[src/rtl/cvote_pkg.sv]
package cvote_pkg;

    typedef enum logic [1:0] {
        ST_IDLE   = 2'd0,
        ST_GATHER = 2'd1,
        ST_COMMIT = 2'd2
    } vote_state_t;

    localparam logic [1:0] CHK_CLEAN = 2'b00;
    localparam logic [1:0] CHK_FIXED = 2'b01;
    localparam logic [1:0] CHK_FAIL  = 2'b10;

    // A frame may vote only when its block-code check did not give up.
    function automatic logic frame_usable(input logic [1:0] status);
        return (status == CHK_CLEAN) || (status == CHK_FIXED);
    endfunction

endpackage

[src/rtl/cvote_grpcnt.sv]
module cvote_grpcnt #(
    parameter int GROUP_LEN = 16,
    parameter int CNT_W     = 5
) (
    input  logic clk,
    input  logic rst_n,
    input  logic clear,
    input  logic step,
    output logic last
);
    localparam logic [CNT_W-1:0] LAST_IDX = CNT_W'(GROUP_LEN - 1);

    logic [CNT_W-1:0] cnt;

    // A clearing cycle never closes a group; a strobe in it opens the next one.
    assign last = step && !clear && (cnt == LAST_IDX);

    always_ff @(posedge clk or negedge rst_n) begin
        if (!rst_n) begin
            cnt <= '0;
        end else if (clear) begin
            cnt <= step ? CNT_W'(1) : '0;
        end else if (step) begin
            cnt <= cnt + CNT_W'(1);
        end
    end

endmodule

[src/rtl/cvote_tally.sv]
module cvote_tally #(
    parameter int WORD_W = 16,
    parameter int CNT_W  = 5
) (
    input  logic                      clk,
    input  logic                      rst_n,
    input  logic                      clear,
    input  logic                      add,
    input  logic [WORD_W-1:0]         word,
    output logic [WORD_W*CNT_W-1:0]   ones_flat,
    output logic [CNT_W-1:0]          valid_cnt
);

    always_ff @(posedge clk or negedge rst_n) begin
        if (!rst_n) begin
            valid_cnt <= '0;
        end else if (clear) begin
            valid_cnt <= {{(CNT_W-1){1'b0}}, add};
        end else if (add) begin
            valid_cnt <= valid_cnt + CNT_W'(1);
        end
    end

    for (genvar b = 0; b < WORD_W; b++) begin : g_bit
        logic [CNT_W-1:0] ones;
        logic             hit;

        assign hit = add & word[b];

        always_ff @(posedge clk or negedge rst_n) begin
            if (!rst_n) begin
                ones <= '0;
            end else if (clear) begin
                ones <= {{(CNT_W-1){1'b0}}, hit};
            end else if (hit) begin
                ones <= ones + CNT_W'(1);
            end
        end

        assign ones_flat[b*CNT_W +: CNT_W] = ones;
    end

endmodule

[src/rtl/cvote_judge.sv]
module cvote_judge #(
    parameter int WORD_W    = 16,
    parameter int CNT_W     = 5,
    parameter int MIN_VALID = 9
) (
    input  logic [WORD_W*CNT_W-1:0] ones_flat,
    input  logic [CNT_W-1:0]        valid_cnt,
    output logic [WORD_W-1:0]       decided,
    output logic                    enough
);
    localparam logic [CNT_W:0] QUORUM = (CNT_W+1)'(MIN_VALID);

    assign enough = {1'b0, valid_cnt} >= QUORUM;

    for (genvar b = 0; b < WORD_W; b++) begin : g_bit
        logic [CNT_W:0] twice;
        assign twice      = {ones_flat[b*CNT_W +: CNT_W], 1'b0};
        // Strictly more than half: a tie leaves the bit at 0.
        assign decided[b] = twice > {1'b0, valid_cnt};
    end

endmodule

[src/rtl/cvote_top.sv]
module cvote_top
    import cvote_pkg::*;
#(
    parameter int                 WORD_W     = 16,
    parameter int                 GROUP_LEN  = 16,
    parameter int                 MIN_VALID  = GROUP_LEN / 2 + 1,
    parameter logic [WORD_W-1:0]  RESET_WORD = '0
) (
    input  logic              clk,
    input  logic              rst_n,
    input  logic              lock,
    input  logic              frame_stb,
    input  logic [WORD_W-1:0] ctrl_word,
    input  logic [1:0]        chk_status,
    output logic [WORD_W-1:0] vote_word,
    output logic              vote_upd
);
    localparam int CNT_W = $clog2(GROUP_LEN + 1);

    vote_state_t              state;
    vote_state_t              nxt;
    logic                     accept;
    logic                     usable;
    logic                     restart;
    logic                     group_last;
    logic                     enough;
    logic                     commit_ok;
    logic [WORD_W*CNT_W-1:0]  ones_flat;
    logic [CNT_W-1:0]         valid_cnt;
    logic [WORD_W-1:0]        decided;

    assign accept    = lock && frame_stb && (state != ST_IDLE);
    assign usable    = accept && frame_usable(chk_status);
    assign restart   = !lock || (state == ST_IDLE) || (state == ST_COMMIT);
    assign commit_ok = (state == ST_COMMIT) && lock && enough;

    cvote_grpcnt #(
        .GROUP_LEN (GROUP_LEN),
        .CNT_W     (CNT_W)
    ) grpcnt_i (
        .clk   (clk),
        .rst_n (rst_n),
        .clear (restart),
        .step  (accept),
        .last  (group_last)
    );

    cvote_tally #(
        .WORD_W (WORD_W),
        .CNT_W  (CNT_W)
    ) tally_i (
        .clk       (clk),
        .rst_n     (rst_n),
        .clear     (restart),
        .add       (usable),
        .word      (ctrl_word),
        .ones_flat (ones_flat),
        .valid_cnt (valid_cnt)
    );

    cvote_judge #(
        .WORD_W    (WORD_W),
        .CNT_W     (CNT_W),
        .MIN_VALID (MIN_VALID)
    ) judge_i (
        .ones_flat (ones_flat),
        .valid_cnt (valid_cnt),
        .decided   (decided),
        .enough    (enough)
    );

    always_comb begin
        nxt = state;
        unique case (state)
            ST_IDLE:   nxt = lock ? ST_GATHER : ST_IDLE;
            ST_GATHER: begin
                if (!lock)           nxt = ST_IDLE;
                else if (group_last) nxt = ST_COMMIT;
                else                 nxt = ST_GATHER;
            end
            ST_COMMIT: nxt = lock ? ST_GATHER : ST_IDLE;
            default:   nxt = ST_IDLE;
        endcase
    end

    always_ff @(posedge clk or negedge rst_n) begin
        if (!rst_n) state <= ST_IDLE;
        else        state <= nxt;
    end

    always_ff @(posedge clk or negedge rst_n) begin
        if (!rst_n) begin
            vote_word <= RESET_WORD;
            vote_upd  <= 1'b0;
        end else begin
            vote_upd <= commit_ok;
            if (commit_ok) vote_word <= decided;
        end
    end

endmodule

[config.mk]
export PLATFORM = sky130hd
export DESIGN_NAME = cvote_top
export DESIGN_NICKNAME = d
export VERILOG_FILES = /design/src/rtl/cvote_pkg.sv /design/src/rtl/cvote_grpcnt.sv /design/src/rtl/cvote_tally.sv /design/src/rtl/cvote_judge.sv /design/src/rtl/cvote_top.sv
export SDC_FILE = /design/constraint.sdc
export NUM_CORES = 1
export LEC_CHECK = 0
export BUFFER_PORTS_ARGS = -buffer_cell sky130_fd_sc_hd__buf_4
export CAP_MARGIN = 20
export CORE_AREA = 2 2 108 110
export DETAILED_ROUTE_END_ITERATION = 8
export DIE_AREA = 0 0 110 112
export GPL_TIMING_DRIVEN = 1
export PLACE_DENSITY = 0.78
export RECOVER_POWER = 50
export SLEW_MARGIN = 40
export SYNTH_ARGS = -nofsm -noshare
export SYNTH_HDL_FRONTEND = slang
export SYNTH_SLANG_ARGS = --single-unit
[constraint.sdc]
create_clock -name clk -period 2.7 [get_ports clk]
set_input_delay 0.135 -clock clk [delete_from_list [all_inputs] [get_ports clk]]
set_output_delay 0.135 -clock clk [all_outputs]
set_load 0.03 [all_outputs]
# Yosys cells after proc, flatten, opt, wreduce, memory -nomap -nowiden
# Cells that the tools add are included.
[word_totals] register_bits=109 wordCells=151
[op_classes] add_sub_neg=18 n_eq_ne=4 magnitude_cmp=17 bitwise_logic=16 mux=41 reduce_logical=34
[ops] cell="$mux W5" n=36
[ops] cell="$gt A6 B5 Y1" n=16
[ops] cell="$add A5 B1 Y5 const B" n=18
[ops] cell="$reduce_bool A2 Y1" n=19
[ops] cell="$and A1 B1 Y1" n=16
[ops] cell="$logic_and A1 B1 Y1" n=7
[ops] cell="$eq A5 B4 Y1 const B" n=1
[ops] cell="$ge A5 B4 Y1 const B" n=1
[ops] cell="$eq A2 B1 Y1 const B" n=2
[ops] cell="$logic_not A2 Y1" n=2
[ops] cell="$mux W2" n=2
[ops] cell="$pmux W2 S2" n=1
[ops] cell="$logic_or A1 B1 Y1" n=3
[ops] cell="$eq A2 B2 Y1 const B" n=1
[ops] cell="$logic_not A1 Y1" n=2
[ops] cell="$mux W1" n=2
[ops] cell="$reduce_or A2 Y1" n=1

# Depth between registers and ports, before layout
# Gate-level depths: netlist (run 1).
[depth] ltp_word=9 mapped_depth=8 mapped_depth_nobuf=6

# Hierarchy
# From an unflattened synthesis (run 1), not the netlist that was laid out.
[unflattened] hier_cells=659 area_unflattened_um2=6794.0
[modules_own_cells] mod="cvote_tally" cells_each=422 area_each_um2=4246.6 seq_area_each_um2=2127.0 n_inst=1
[modules_own_cells] mod="cvote_judge" cells_each=168 area_each_um2=1492.7 seq_area_each_um2=0.0 n_inst=1
[modules_own_cells] mod="cvote_top" cells_each=44 area_each_um2=767.0 seq_area_each_um2=475.5 n_inst=1
[modules_own_cells] mod="cvote_grpcnt" cells_each=25 area_each_um2=287.8 seq_area_each_um2=125.1 n_inst=1

# Worst setup path after synthesis (run 1)
# Ideal clock, no wire load.
[synth_path] path_kind="flip-flop to flip-flop" startpoint="register tally_i.valid_cnt[1]" endpoint="register vote_word[10]" arrival_time_ns=1.899 slack_ns=0.706 t_required_ns=2.605 stages_incl_launch_ff=8 path_cell_list="dfrtp_1 -> inv_1 -> ha_1 -> o41a_1 -> o211ai_1 -> buf_2 -> nand2_1 -> o31ai_1"
[synth_between] elab_chain_len=2
[synth_rtl] item="start: declaration" line="cvote_tally.sv:11" text="output logic [CNT_W-1:0] valid_cnt"
[synth_rtl] item="start signal: assignment" line="cvote_tally.sv:18" text="valid_cnt <= {{(CNT_W-1){1'b0}}, add};"
[synth_rtl] item="start signal: assignment" line="cvote_tally.sv:20" text="valid_cnt <= valid_cnt + CNT_W'(1);"
[synth_rtl] item="$ge A5 B4 Y1" line="cvote_judge.sv:13" text="assign enough = {1'b0, valid_cnt} >= QUORUM;"
[synth_rtl] item="$logic_and A1 B1 Y1" line="cvote_top.sv:35" text="assign commit_ok = (state == ST_COMMIT) && lock && enough;"
[synth_rtl] item="end signal: assignment" line="cvote_top.sv:97" text="if (commit_ok) vote_word <= decided;"
[synth_rtl] item="end: declaration" line="cvote_top.sv:15" text="output logic [WORD_W-1:0] vote_word,"
# Parallel ways exist; a longest one is shown, timed or not.
# A chain may end at the register's enable or synchronous reset.

# Final worst setup path (run 1)
[layout_path] startpoint="register tally_i.valid_cnt[2]" endpoint="register vote_word[11]"
# The elaborated chain is that of the path after synthesis.

==> metrics.md, run 1 <==
| Metric | Value |
|---|---|
| Final Critical Period | 2.233 ns |
| Crit-path max FO | 11 |
| P_leak | 3.509 nW |
| Data arrival, critical path | 2.46 ns |
| Gate count of the mapped netlist | 646 |
| Worst clock skew | 0.006423 ns |
| Post-synthesis average cell area | 10.21 sq um |
| Global-route wire length before repair | 25,470 um |
| Max Slew Vio Count | 0 |
| Sequential cell area fraction in the yosys report | 41.37% |
| Ys async rst share | 100.0% |
| Cell Pwr Density | 422.1 nW/um^2 |
| Number of flops mapped to enable cells by yosys | 0 |
| Die H | 112 um |
| Number of synthesized register bits | 109 |
| DRT iter0 DRCs | 234 |
| Worst path max stage delay | 0.46 ns |
| Diode count | 0 |
| DR vias | 5,231 |
| CTS Buffer Depth | 2 |
| XOR/XNOR Fraction of Synth Area | 5.314% |
| Initial antenna violation count | 0 |
| CP startpoint kind | register |
| Top-count cell post-synth | dfrtp_1 |
| Setup Slack @ Placement | 0.5029 ns |
| Area grow syn2layout | 10.46% |
| Post-synth cell types | 41 |
| Row cnt | 39 |
| Core Area | 11,170 sq um |
| RSZ-0062 raised after global routing | no |
| First-pass DRT Iterations | 4 |
| H-tree levels | 3 |
| Wirelength per Cell | 18.17 um |
| Sink Count | 109 |
| Status | completed |
| CP Depth | 7 |
| Final GP Congestion | 0.8538 |
| Worst-path clk slew | 0.07 ns |
| IO Port Bufs | 37 |
| Root Driver | clkbuf_16 |
| Hold Fails Final Rpt | 0 |
| Die area | 12,320 sq um |
| Initial Utilization | 59.00% |
| Final core utilization | 65.17% |
| Proportion of layout cells with a drive suffix above 1 | 8.563% |
| Vias/cell | 6.287 |
| Worst R2R End | vote_word[11] |
| Die Width | 110 um |
| Residual DRC | 0 |
| Reg2reg start | tally_i.valid_cnt[2] |
| Vias in the first global route | 5,381 |
| Grt total ovfl | 0 |
| Synth Area in Simple Gates | 21.03% |
| Syn nets | 752 |
| Synth Area in Adders | 15.94% |
| Largest net degree at the start of global routing | 63 |
| Max-slew headroom at the worst pin | 14.33% |
| Worst Hold Class | in -> reg |
| Crit. End Element | register |
| CTS resizes | 0 |
| Critical Path Start | tally_i.valid_cnt[2] |
| Final worst setup slack | 0.4675 ns |
| Data required, critical path | 2.93 ns |
| Final setup violation count | 0 |
| Post-Syn Area | 6593 sq um |
| Max IR drop VDD | 256.2 uV |
| Critical path's top delay family | buffers and inverters |
| GRT Resource Usage Total | 26.57% |
| Worst Max-Slew Pin Slew | 1.285 ns |
| MaxCap Viol Count | 0 |
| WL final | 15,120 um |
| Hold-fix buffer count after cts | 1 |
| Setup TNS | 0 ns |
| Achievable Freq | 0.4479 GHz |
| Mux contribution to synthesized area | 2.581% |
| CP max stage cell | inv_1 |
| CTS tree | yes |
| Nets | 792 |
| Warnings, synthesis | 0 |
| Clk_lat worst skew | 0.36 ns |
| Most used DFF post-synth | dfrtp_1 |
| Post-synth top area cell | dfrtp_1 |
| Fin crit share | 82.69% |
| CTS Buf Count | 9 |
| CP cell instances | inv_1 > buf_4 > ha_1 > nand3_1 > nor2_1 > a2111oi_0 > o31ai_1 |
| Worst setup path endpoint | vote_word[11] |
| R2R depth | 7 |
| Largest cells by area after synthesis | dfrtp_1 (41%), ha_1 (16%), xor2_1 (5.0%) |
| Post-CTS Setup Repair Bufs | 0 |
| Number of I/O pins | 39 |
| Setup CP Type | reg -> reg |
| Worst path bufs/invs | 2 |
| Combinational family with the most area after synthesis | simple AND/OR/NAND/NOR gates |
| Post-synth top area share | 41.37% |
| Compound-Gate Fraction of Synth Area | 10.57% |
| R2r setup slk | 0.47 ns |
| Remaining antenna violation count | 0 |
| Synth cell count leaders | dfrtp_1 (109), ha_1 (84), nand2_1 (57) |
| Post-detail-place hpwl | 10,180 um |
==> registers in the layout, indices dropped and copies added, names as in the netlist <==
name                cells
tally_i.valid_cnt       5
tally_i.g_bit.ones     80
vote_upd                1
vote_word              16
grpcnt_i.cnt            5
state                   2
==> where the power goes <==
part           switching [mW]  internal (mW)  leakage (nW)
registers              0.0103           1.64          1.52
logic                   0.130         0.0652          1.87
clock network           0.611          0.617         0.119
==> placed cells by master, fill, tap and decap left out, drive strengths merged, types with 2 or more instances in the layout <==
| cell type | count |
|---|---|
| or4 | 15 |
| nand3 | 57 |
| nor3 | 6 |
| dfrtp | 109 |
| nand4 | 24 |
| buf | 35 |
| o21ai | 15 |
| and3 | 4 |
| clkbuf | 30 |
| ha | 84 |
| inv | 17 |
| a2111oi | 16 |
| nor2 | 52 |
| nor4b | 11 |
| xor2 | 38 |
| o211ai | 16 |
| a21oi | 16 |
| a21o | 16 |
| nand2 | 57 |
| mux2i | 17 |
| nor2b | 2 |
| or2 | 2 |
| o31ai | 16 |
| or3 | 15 |
| and4 | 5 |
| xnor2 | 2 |
==> layer usage <==
metal  up-vias  routed length (um)  track usage, %
met2       117                7737           45.48
met5         -                   0               0
met1      2609                6452           33.82
met3        32                 574           3.923
met4         0                 356           9.536
li1       2473                   -               -
==> area by class of cell <==
type                    instances  area [sq um]
well taps                     143         178.9
fillers                       878          3892
repair buffers                 54         404.1
inverters                      17         63.81
clock buffers                  12         236.5
flip-flops and latches        109          2728
multi-input cells             495          3659
clock inverters                 2         12.51
==> worst min-delay path by stage <==
stage                   start  cells after the start  slack [ns]                  endpoint
global route        frame_stb                      2        0.05           grpcnt_i.cnt[4]
global placement        rst_n                      1        0.19  tally_i.g_bit[2].ones[4]
finish              frame_stb                      2        0.03           grpcnt_i.cnt[4]
floorplan               rst_n                      0       -0.16           grpcnt_i.cnt[0]
CTS                 frame_stb                      2        0.04           grpcnt_i.cnt[4]
detailed placement      rst_n                      1        0.21  tally_i.g_bit[2].ones[2]
==> per-stage QoR <==
stage	power, mW	cell area [sq um]	hold slack (ns)	std cells
global placement	1.869	7089	0.1916	817
global route	3.155	7282	0.05172	832
floorplan	1.776	6593	-0.1606	646
finish	3.073	7282	0.03203	832
detailed placement	1.878	7089	0.2118	817
CTS	3.068	7348	0.03736	832
==> cell families after synthesis <==
kind of cell,after synthesis
XOR/XNOR,40
AND/OR/NAND/NOR,254
flip-flops,109
AO/OA/AOI/OAI,100
buffers and inverters,42
adder cells (fa/ha/maj),84
multiplexers,17
Power figures use the tool's default switching activity.
==> run 2: changes to the inputs <==
--- a/config.mk
+++ b/config.mk
@@ -5,11 +5,12 @@
 export SDC_FILE = /design/constraint.sdc
 export NUM_CORES = 1
 export LEC_CHECK = 0
+export ABC_AREA = 1
 export BUFFER_PORTS_ARGS = -buffer_cell sky130_fd_sc_hd__buf_4
 export CAP_MARGIN = 20
-export CORE_AREA = 2 2 108 110
+export CORE_AREA = 2 2 114 116
 export DETAILED_ROUTE_END_ITERATION = 8
-export DIE_AREA = 0 0 110 112
+export DIE_AREA = 0 0 116 118
 export GPL_TIMING_DRIVEN = 1
 export PLACE_DENSITY = 0.78
 export RECOVER_POWER = 50
==> constraint.sdc (replaced) <==
create_clock -name clk -period 2.1 [get_ports clk]
set_input_delay 0.105 -clock clk [delete_from_list [all_inputs] [get_ports clk]]
set_output_delay 0.105 -clock clk [all_outputs]
set_load 0.03 [all_outputs]
==> run 2 against run 1 <==
  * Sequential cell count unchanged
  * Clock-buffer cell count down 1
  * Via count up 21%
==> metrics.md, run 2 <==
| Metric | Value |
|---|---|
| Post-detail-place hpwl | 10,440 um |
| Crit-path max FO | 18 |
| CTS resizes | 0 |
| IO Port Bufs | 37 |
| Ys async rst share | 100.0% |
| Top-count cell post-synth | nand2_1 |
| RSZ-0062 raised after global routing | no |
| Final GP Congestion | 0.7803 |
| Post-Syn Area | 7391 sq um |
| Post-synth top area share | 36.91% |
| Status | completed |
| Max Slew Vio Count | 0 |
| CP startpoint kind | register |
| Global-route wire length before repair | 27,810 um |
| Fin crit share | 78.28% |
| MaxCap Viol Count | 0 |
| Core Area | 12,410 sq um |
| Post-synthesis average cell area | 7.565 sq um |
| P_leak | 4.501 nW |
| Largest regs | tally_i.g_bit.ones: 80 flops, vote_word: 16 flops |
| DR vias | 6,329 |
| Synth cell count leaders | nand2_1 (263), nand3_1 (123), dfrtp_1 (109) |
| Setup CP Type | reg -> reg |
| Area grow syn2layout | 10.41% |
| R2R depth | 9 |
| Max-slew headroom at the worst pin | 30.05% |
| Final Power | 4.061 mW |
| Residual DRC | 0 |
| Nets | 1,124 |
| Commonest non-fill, non-tap cell in the layout | nand2_1 |
| Achievable Freq | 0.6083 GHz |
| Biggest register | tally_i.g_bit.ones |
| CTS Buffer Depth | 2 |
| Setup TNS | 0 ns |
| Post-synth top area cell | dfrtp_1 |
| Die Width | 116 um |
| Placed cell areas | 7933 sq um |
| Proportion of layout cells with a drive suffix above 1 | 6.164% |
| Vias/cell | 5.301 |
| Vias in the first global route | 6,242 |
| Number of flops mapped to enable cells by yosys | 0 |
| Row cnt | 41 |
| Number of synthesized register bits | 109 |
| Warnings, synthesis | 0 |
| Clk_lat worst skew | 0.35 ns |
| Die area | 13,690 sq um |
| Grt total ovfl | 0 |
| DRT iter0 DRCs | 329 |
| Worst Max-Slew Pin Slew | 1.049 ns |
| GRT Resource Usage Total | 24.90% |
| Cell Pwr Density | 497.6 nW/um^2 |
| Largest cells by area after synthesis | dfrtp_1 (37%), ha_1 (14%), nand2_1 (13%) |
| Root Driver | clkbuf_16 |
| Worst-path clk slew | 0.07 ns |
| Initial antenna violation count | 0 |
| Initial Utilization | 59.53% |
| Post-synth cell types | 21 |
| Most frequent cells in the layout | nand2_1 (262), nand3_1 (123), dfrtp_1 (109) |
| Most used DFF post-synth | dfrtp_1 |
| Final Critical Period | 1.644 ns |
| Wirelength per Cell | 12.92 um |
| Sequential cell area fraction in the yosys report | 36.91% |
| Final setup violation count | 0 |
| Number of I/O pins | 39 |
| Die H | 118 um |
| H-tree levels | 3 |
| Hold Fails Final Rpt | 0 |
| Data required, critical path | 2.37 ns |
| First-pass DRT Iterations | 6 |
| Largest net degree at the start of global routing | 70 |
| Final Instance Area | 8160 sq um |
| Max IR drop VDD | 344.5 uV |
| WHS Path Cells | 3 |
| Sink Count | 109 |
| Hold-fix buffer count after cts | 2 |
| Post-CTS Setup Repair Bufs | 0 |
| CTS Buf Count | 9 |
| Worst clock skew | 0.009425 ns |
| Data arrival, critical path | 1.92 ns |
| Final core utilization | 65.73% |
| Gate count of the mapped netlist | 977 |
| Worst Hold Class | in -> reg |
| Diode count | 0 |
| Crit. End Element | register |
| CTS tree | yes |
| Max reg flops | 80 |
| Remaining antenna violation count | 0 |
| Syn nets | 1,083 |
| WL final | 15,430 um |
[run 2: through the flow]
stage               setup WS [ns]  cells  hold slack [ns]
floorplan                  0.3633    977          -0.1906
global placement           0.5368   1177           0.1180
detailed placement         0.4745   1177           0.1209
CTS                        0.4497   1194          0.01991
global route               0.2620   1194          0.04986
finish                     0.4561   1194          0.02890
[run 2: cells by family (layout without fill, tap and decap cells)]
logic type / Yosys count / after routing / synth area share, %
AO/OA/AOI/OAI: 59 / 59 / 4.046
XOR/XNOR: 50 / 50 / 5.925
adder cells (fa/ha/maj): 84 / 84 / 14.22
buffers and inverters: 126 / 171 / 6.873
flip-flops: 109 / 109 / 36.91
AND/OR/NAND/NOR: 549 / 549 / 32.03
[run 2: critical path: stages (launching register included)]
cell,delay (ns)
dfrtp_1,0.38
inv_1,0.05
buf_4,0.23
ha_1,0.36
inv_1,0.04
nor2_1,0.14
nand3_1,0.10
nand2_1,0.08
nand2_1,0.06
o21ai_0,0.13
[run 2: path summary, 6_finish.rpt]
path | to | slack (ns) | start
max in group asynchronous | tally_i.g_bit[6].ones[3] | 0.59 | rst_n
hold / removal | grpcnt_i.cnt[1] | 0.03 | frame_stb
setup reg to reg | vote_word[4] | 0.46 | tally_i.valid_cnt[4]
min in group asynchronous | tally_i.g_bit[2].ones[1] | 0.47 | rst_n
hold reg to reg | vote_word[12] | 0.48 | vote_word[12]
setup / recovery | vote_word[4] | 0.46 | tally_i.valid_cnt[4]
[run 2: area by class of cell]
class / instances / area, sq um
Fill cell: 1089 / 4254
Multi-Input combinational cell: 742 / 4164
Sequential cell: 109 / 2728
Timing Repair Buffer: 58 / 402.9
Inverter: 98 / 367.9
Clock buffer: 11 / 232.7
Tap cell: 172 / 215.2
Clock inverter: 4 / 50.05
[run 2: per-layer routing]
metal / part of all wire (%) / global-route usage, % / vias up / wire, um
li1: - / - / 3295 / -
met1: 47 / 32.31 / 2895 / 7214
met2: 47 / 42.14 / 111 / 7314
met3: 3.3 / 3.090 / 28 / 516
met4: 2.5 / 9.449 / 0 / 380
met5: 0 / 0 / - / 0
[run 2: power by group]
part / switching (mW) / total, mW / internal (mW)
registers: 0.0155 / 2.12 / 2.11
clock network: 0.755 / 1.67 / 0.918
logic: 0.185 / 0.263 / 0.0785
total: 0.956 / 4.06 / 3.11
==> run 3: changes to the inputs <==
--- a/config.mk
+++ b/config.mk
@@ -8,11 +8,11 @@
 export ABC_AREA = 1
 export BUFFER_PORTS_ARGS = -buffer_cell sky130_fd_sc_hd__buf_4
 export CAP_MARGIN = 20
-export CORE_AREA = 2 2 114 116
+export CORE_AREA = 2 2 118 120
 export DETAILED_ROUTE_END_ITERATION = 8
-export DIE_AREA = 0 0 116 118
+export DIE_AREA = 0 0 120 122
 export GPL_TIMING_DRIVEN = 1
-export PLACE_DENSITY = 0.78
+export PLACE_DENSITY = 0.76
 export RECOVER_POWER = 50
 export SLEW_MARGIN = 40
 export SYNTH_ARGS = -nofsm -noshare
==> constraint.sdc (replaced) <==
create_clock -name clk -period 1.4 [get_ports clk]
set_input_delay 0.07 -clock clk [delete_from_list [all_inputs] [get_ports clk]]
set_output_delay 0.07 -clock clk [all_outputs]
set_load 0.03 [all_outputs]
==> run 3 against run 2 <==
  * The run now ends with setup timing left
  * Worst hold slack worse by 0.016 ns
  * Critical endpoint is now vote_word[8]
  * Combinational power is 110% higher
  * Clock-buffer cell count rose by 1
  * Sequential share of layout area fell by 4.7 points
  * Largest cell class unchanged
  * Final cell count increased by 6.2%
  * Sequential cell count unchanged
==> metrics.md, run 3 (synthesis gave the netlist of run 2 again) <==
| Metric | Value |
|---|---|
| Commonest non-fill, non-tap cell in the layout | nand2_1 |
| Placed cell areas | 8299 sq um |
| Worst Hold Class | in -> reg |
| Achievable Freq | 0.6693 GHz |
| Post-detail-place hpwl | 11,510 um |
| Area of the multi-input gates | 4606 sq um |
| GRT Resource Usage Total | 24.53% |
| First-pass DRT Iterations | 5 |
| IO Port Bufs | 37 |
| H-tree levels | 3 |
| Max reg flops | 80 |
| Worst R2R End | vote_word[8] |
| Met3 Track Usage GR | 4.682% |
| Vias in the first global route | 6,272 |
| Status | complete, but fails checks |
| Die Width | 120 um |
| CTS tree | yes |
| Clk_lat worst skew | 0.36 ns |
| Biggest register | tally_i.g_bit.ones |
| Wirelength per Cell | 15.48 um |
| Max-slew headroom at the worst pin | 45.00% |
| Core Area | 13,500 sq um |
| Final GP Congestion | 0.8723 |
| Min-Delay Endpoint | tally_i.g_bit[11].ones[2] |
| Hold Fails Final Rpt | 0 |
| Residual DRC | 0 |
| Data arrival, critical path | 1.74 ns |
| Largest net degree at the start of global routing | 51 |
| Nets | 1,189 |
| Setup Slack @ Placement | -0.1375 ns |
| R2r setup slk | -0.09 ns |
| Grt total ovfl | 0 |
| Met2 GRT Util | 42.54% |
| Final Critical Period | 1.494 ns |
| DRT iter0 DRCs | 392 |
| Hold Crit Start | ctrl_word[11] |
| Fin crit share | 106.7% |
| Setup CP Type | reg -> reg |
| Global route hottest layer | met2 |
| WL final | 19,620 um |
| Data required, critical path | 1.64 ns |
| DR vias | 6,997 |
| Worst hold margin | 0.01290 ns |
| Final Power | 6.368 mW |
| MaxCap Viol Count | 0 |
| Largest regs | tally_i.g_bit.ones: 80 flops, vote_word: 16 flops |
| Setup TNS | -1.206 ns |
| Root Driver | clkbuf_16 |
| Failing checks | setup timing |
| CTS Buf Count | 9 |
| Critical Path Start | tally_i.valid_cnt[1] |
| Area grow syn2layout | 28.69% |
| Max IR drop VDD | 784.9 uV |
| Worst clock skew | 0.01327 ns |
| Global-route wire length before repair | 28,910 um |
| Initial Utilization | 54.73% |
| Worst Max-Slew Pin Slew | 0.8251 ns |
| Fill cell count | 1,019 |
| WHS Path Cells | 3 |
| Sequential cell area | 2729 sq um |
| Reg2reg start | tally_i.valid_cnt[1] |
| Initial antenna violation count | 0 |
| Vias/cell | 5.518 |
| Die area | 14,640 sq um |
| Max Slew Vio Count | 0 |
| Crit-path max FO | 5 |
| P_leak | 5.148 nW |
| Crit. End Element | register |
| Row cnt | 43 |
| Worst-path clk slew | 0.07 ns |
| CP startpoint kind | register |
| RSZ-0062 raised after global routing | yes |
| Cell Pwr Density | 669.5 nW/um^2 |
| Most frequent cells in the layout | nand2_1 (239), nand3_1 (123), dfrtp_1 (108) |
| Final setup violation count | 16 |
| Final Instance Area | 9512 sq um |
| Number of I/O pins | 39 |
| Die H | 122 um |
| Met1 usage | 31.39% |
| Remaining antenna violation count | 0 |
| Sink Count | 109 |
| Proportion of layout cells with a drive suffix above 1 | 18.38% |
| R2R depth | 9 |
| CTS Buffer Depth | 2 |
| Final worst setup slack | -0.09416 ns |
| Diode count | 0 |
## run 3: cell count changes in the layout (fill, tap and decap cells not counted), moves of 9 or more
cell / change
ha_4: +19
ha_1: -19
dlygate4sd3_1: +12
nor2_1: -13
nor2_2: +11
nand2_1: -23
clkbuf_1: -18
o21ai_0: -14
buf_6: +9
buf_4: +42
o21ai_1: +12
nand2_4: +13
## run 3: cell type report
cell class	instances	area share, %
clock buffers	12	2.591
clock inverters	4	0.4999
inverters	98	3.986
multi-input cells	742	48.42
flip-flops and latches	109	28.69
well taps	180	2.368
repair buffers	122	13.38
repair inverters	1	0.06577
## run 3: how the worst max path moves through the flow
| stage | endpoint | slack [ns] |
|---|---|---|
| floorplan | vote_word[0] | -0.28 |
| CTS | vote_word[6] | -0.05 |
| detailed placement | vote_word[1] | -0.14 |
| global route | vote_word[9] | -0.20 |
| finish | vote_word[8] | -0.09 |
| global placement | vote_word[9] | -0.07 |
## run 3: per-stage QoR
| stage | instances | util, % |
|---|---|---|
| after floorplan | 977 | - |
| after global placement | 1220 | 61.46 |
| after detailed placement | 1220 | 61.46 |
| after CTS | 1253 | 66.87 |
| after global routing | 1268 | 70.43 |
| final | 1268 | 70.43 |
## run 3: what timing repair did
item | 4_1_cts | 5_1_grt
hold endpoints to repair | 41 | 0
endpoints found under the setup margin | 24 | 64
cloned | 1 | 9
hold buffers | 14 | 0
pin swaps | 10 | 14
setup buffers | 2 | 6
resized for setup | 47 | 69
## run 3: per-layer routing
metal | wire (um) | part of all wire, % | vias up
met5 | 0 | 0 | -
met4 | 427 | 2.2 | 0
met3 | 999 | 5.1 | 35
met2 | 9757 | 50 | 188
met1 | 8439 | 43 | 3342
li1 | - | - | 3432
## run 3: worst max-delay path, stage by stage (launching register included)
cell and delay [ns]:
dfrtp_1 0.40, clkinvlp_4 0.14, ha_4 0.17, nor2_2 0.06, nand2_1 0.06, nand2_2 0.09, nand2_4 0.08, nand2_8 0.13
clkbuf_16 0.17, o21ai_1 0.06
## run 3: power by group
group | internal [mW] | switching (mW) | leakage [nW]
clock | 1.43 | 1.18 | 0.143
sequential | 3.16 | 0.0238 | 1.52
combinational | 0.217 | 0.347 | 3.49
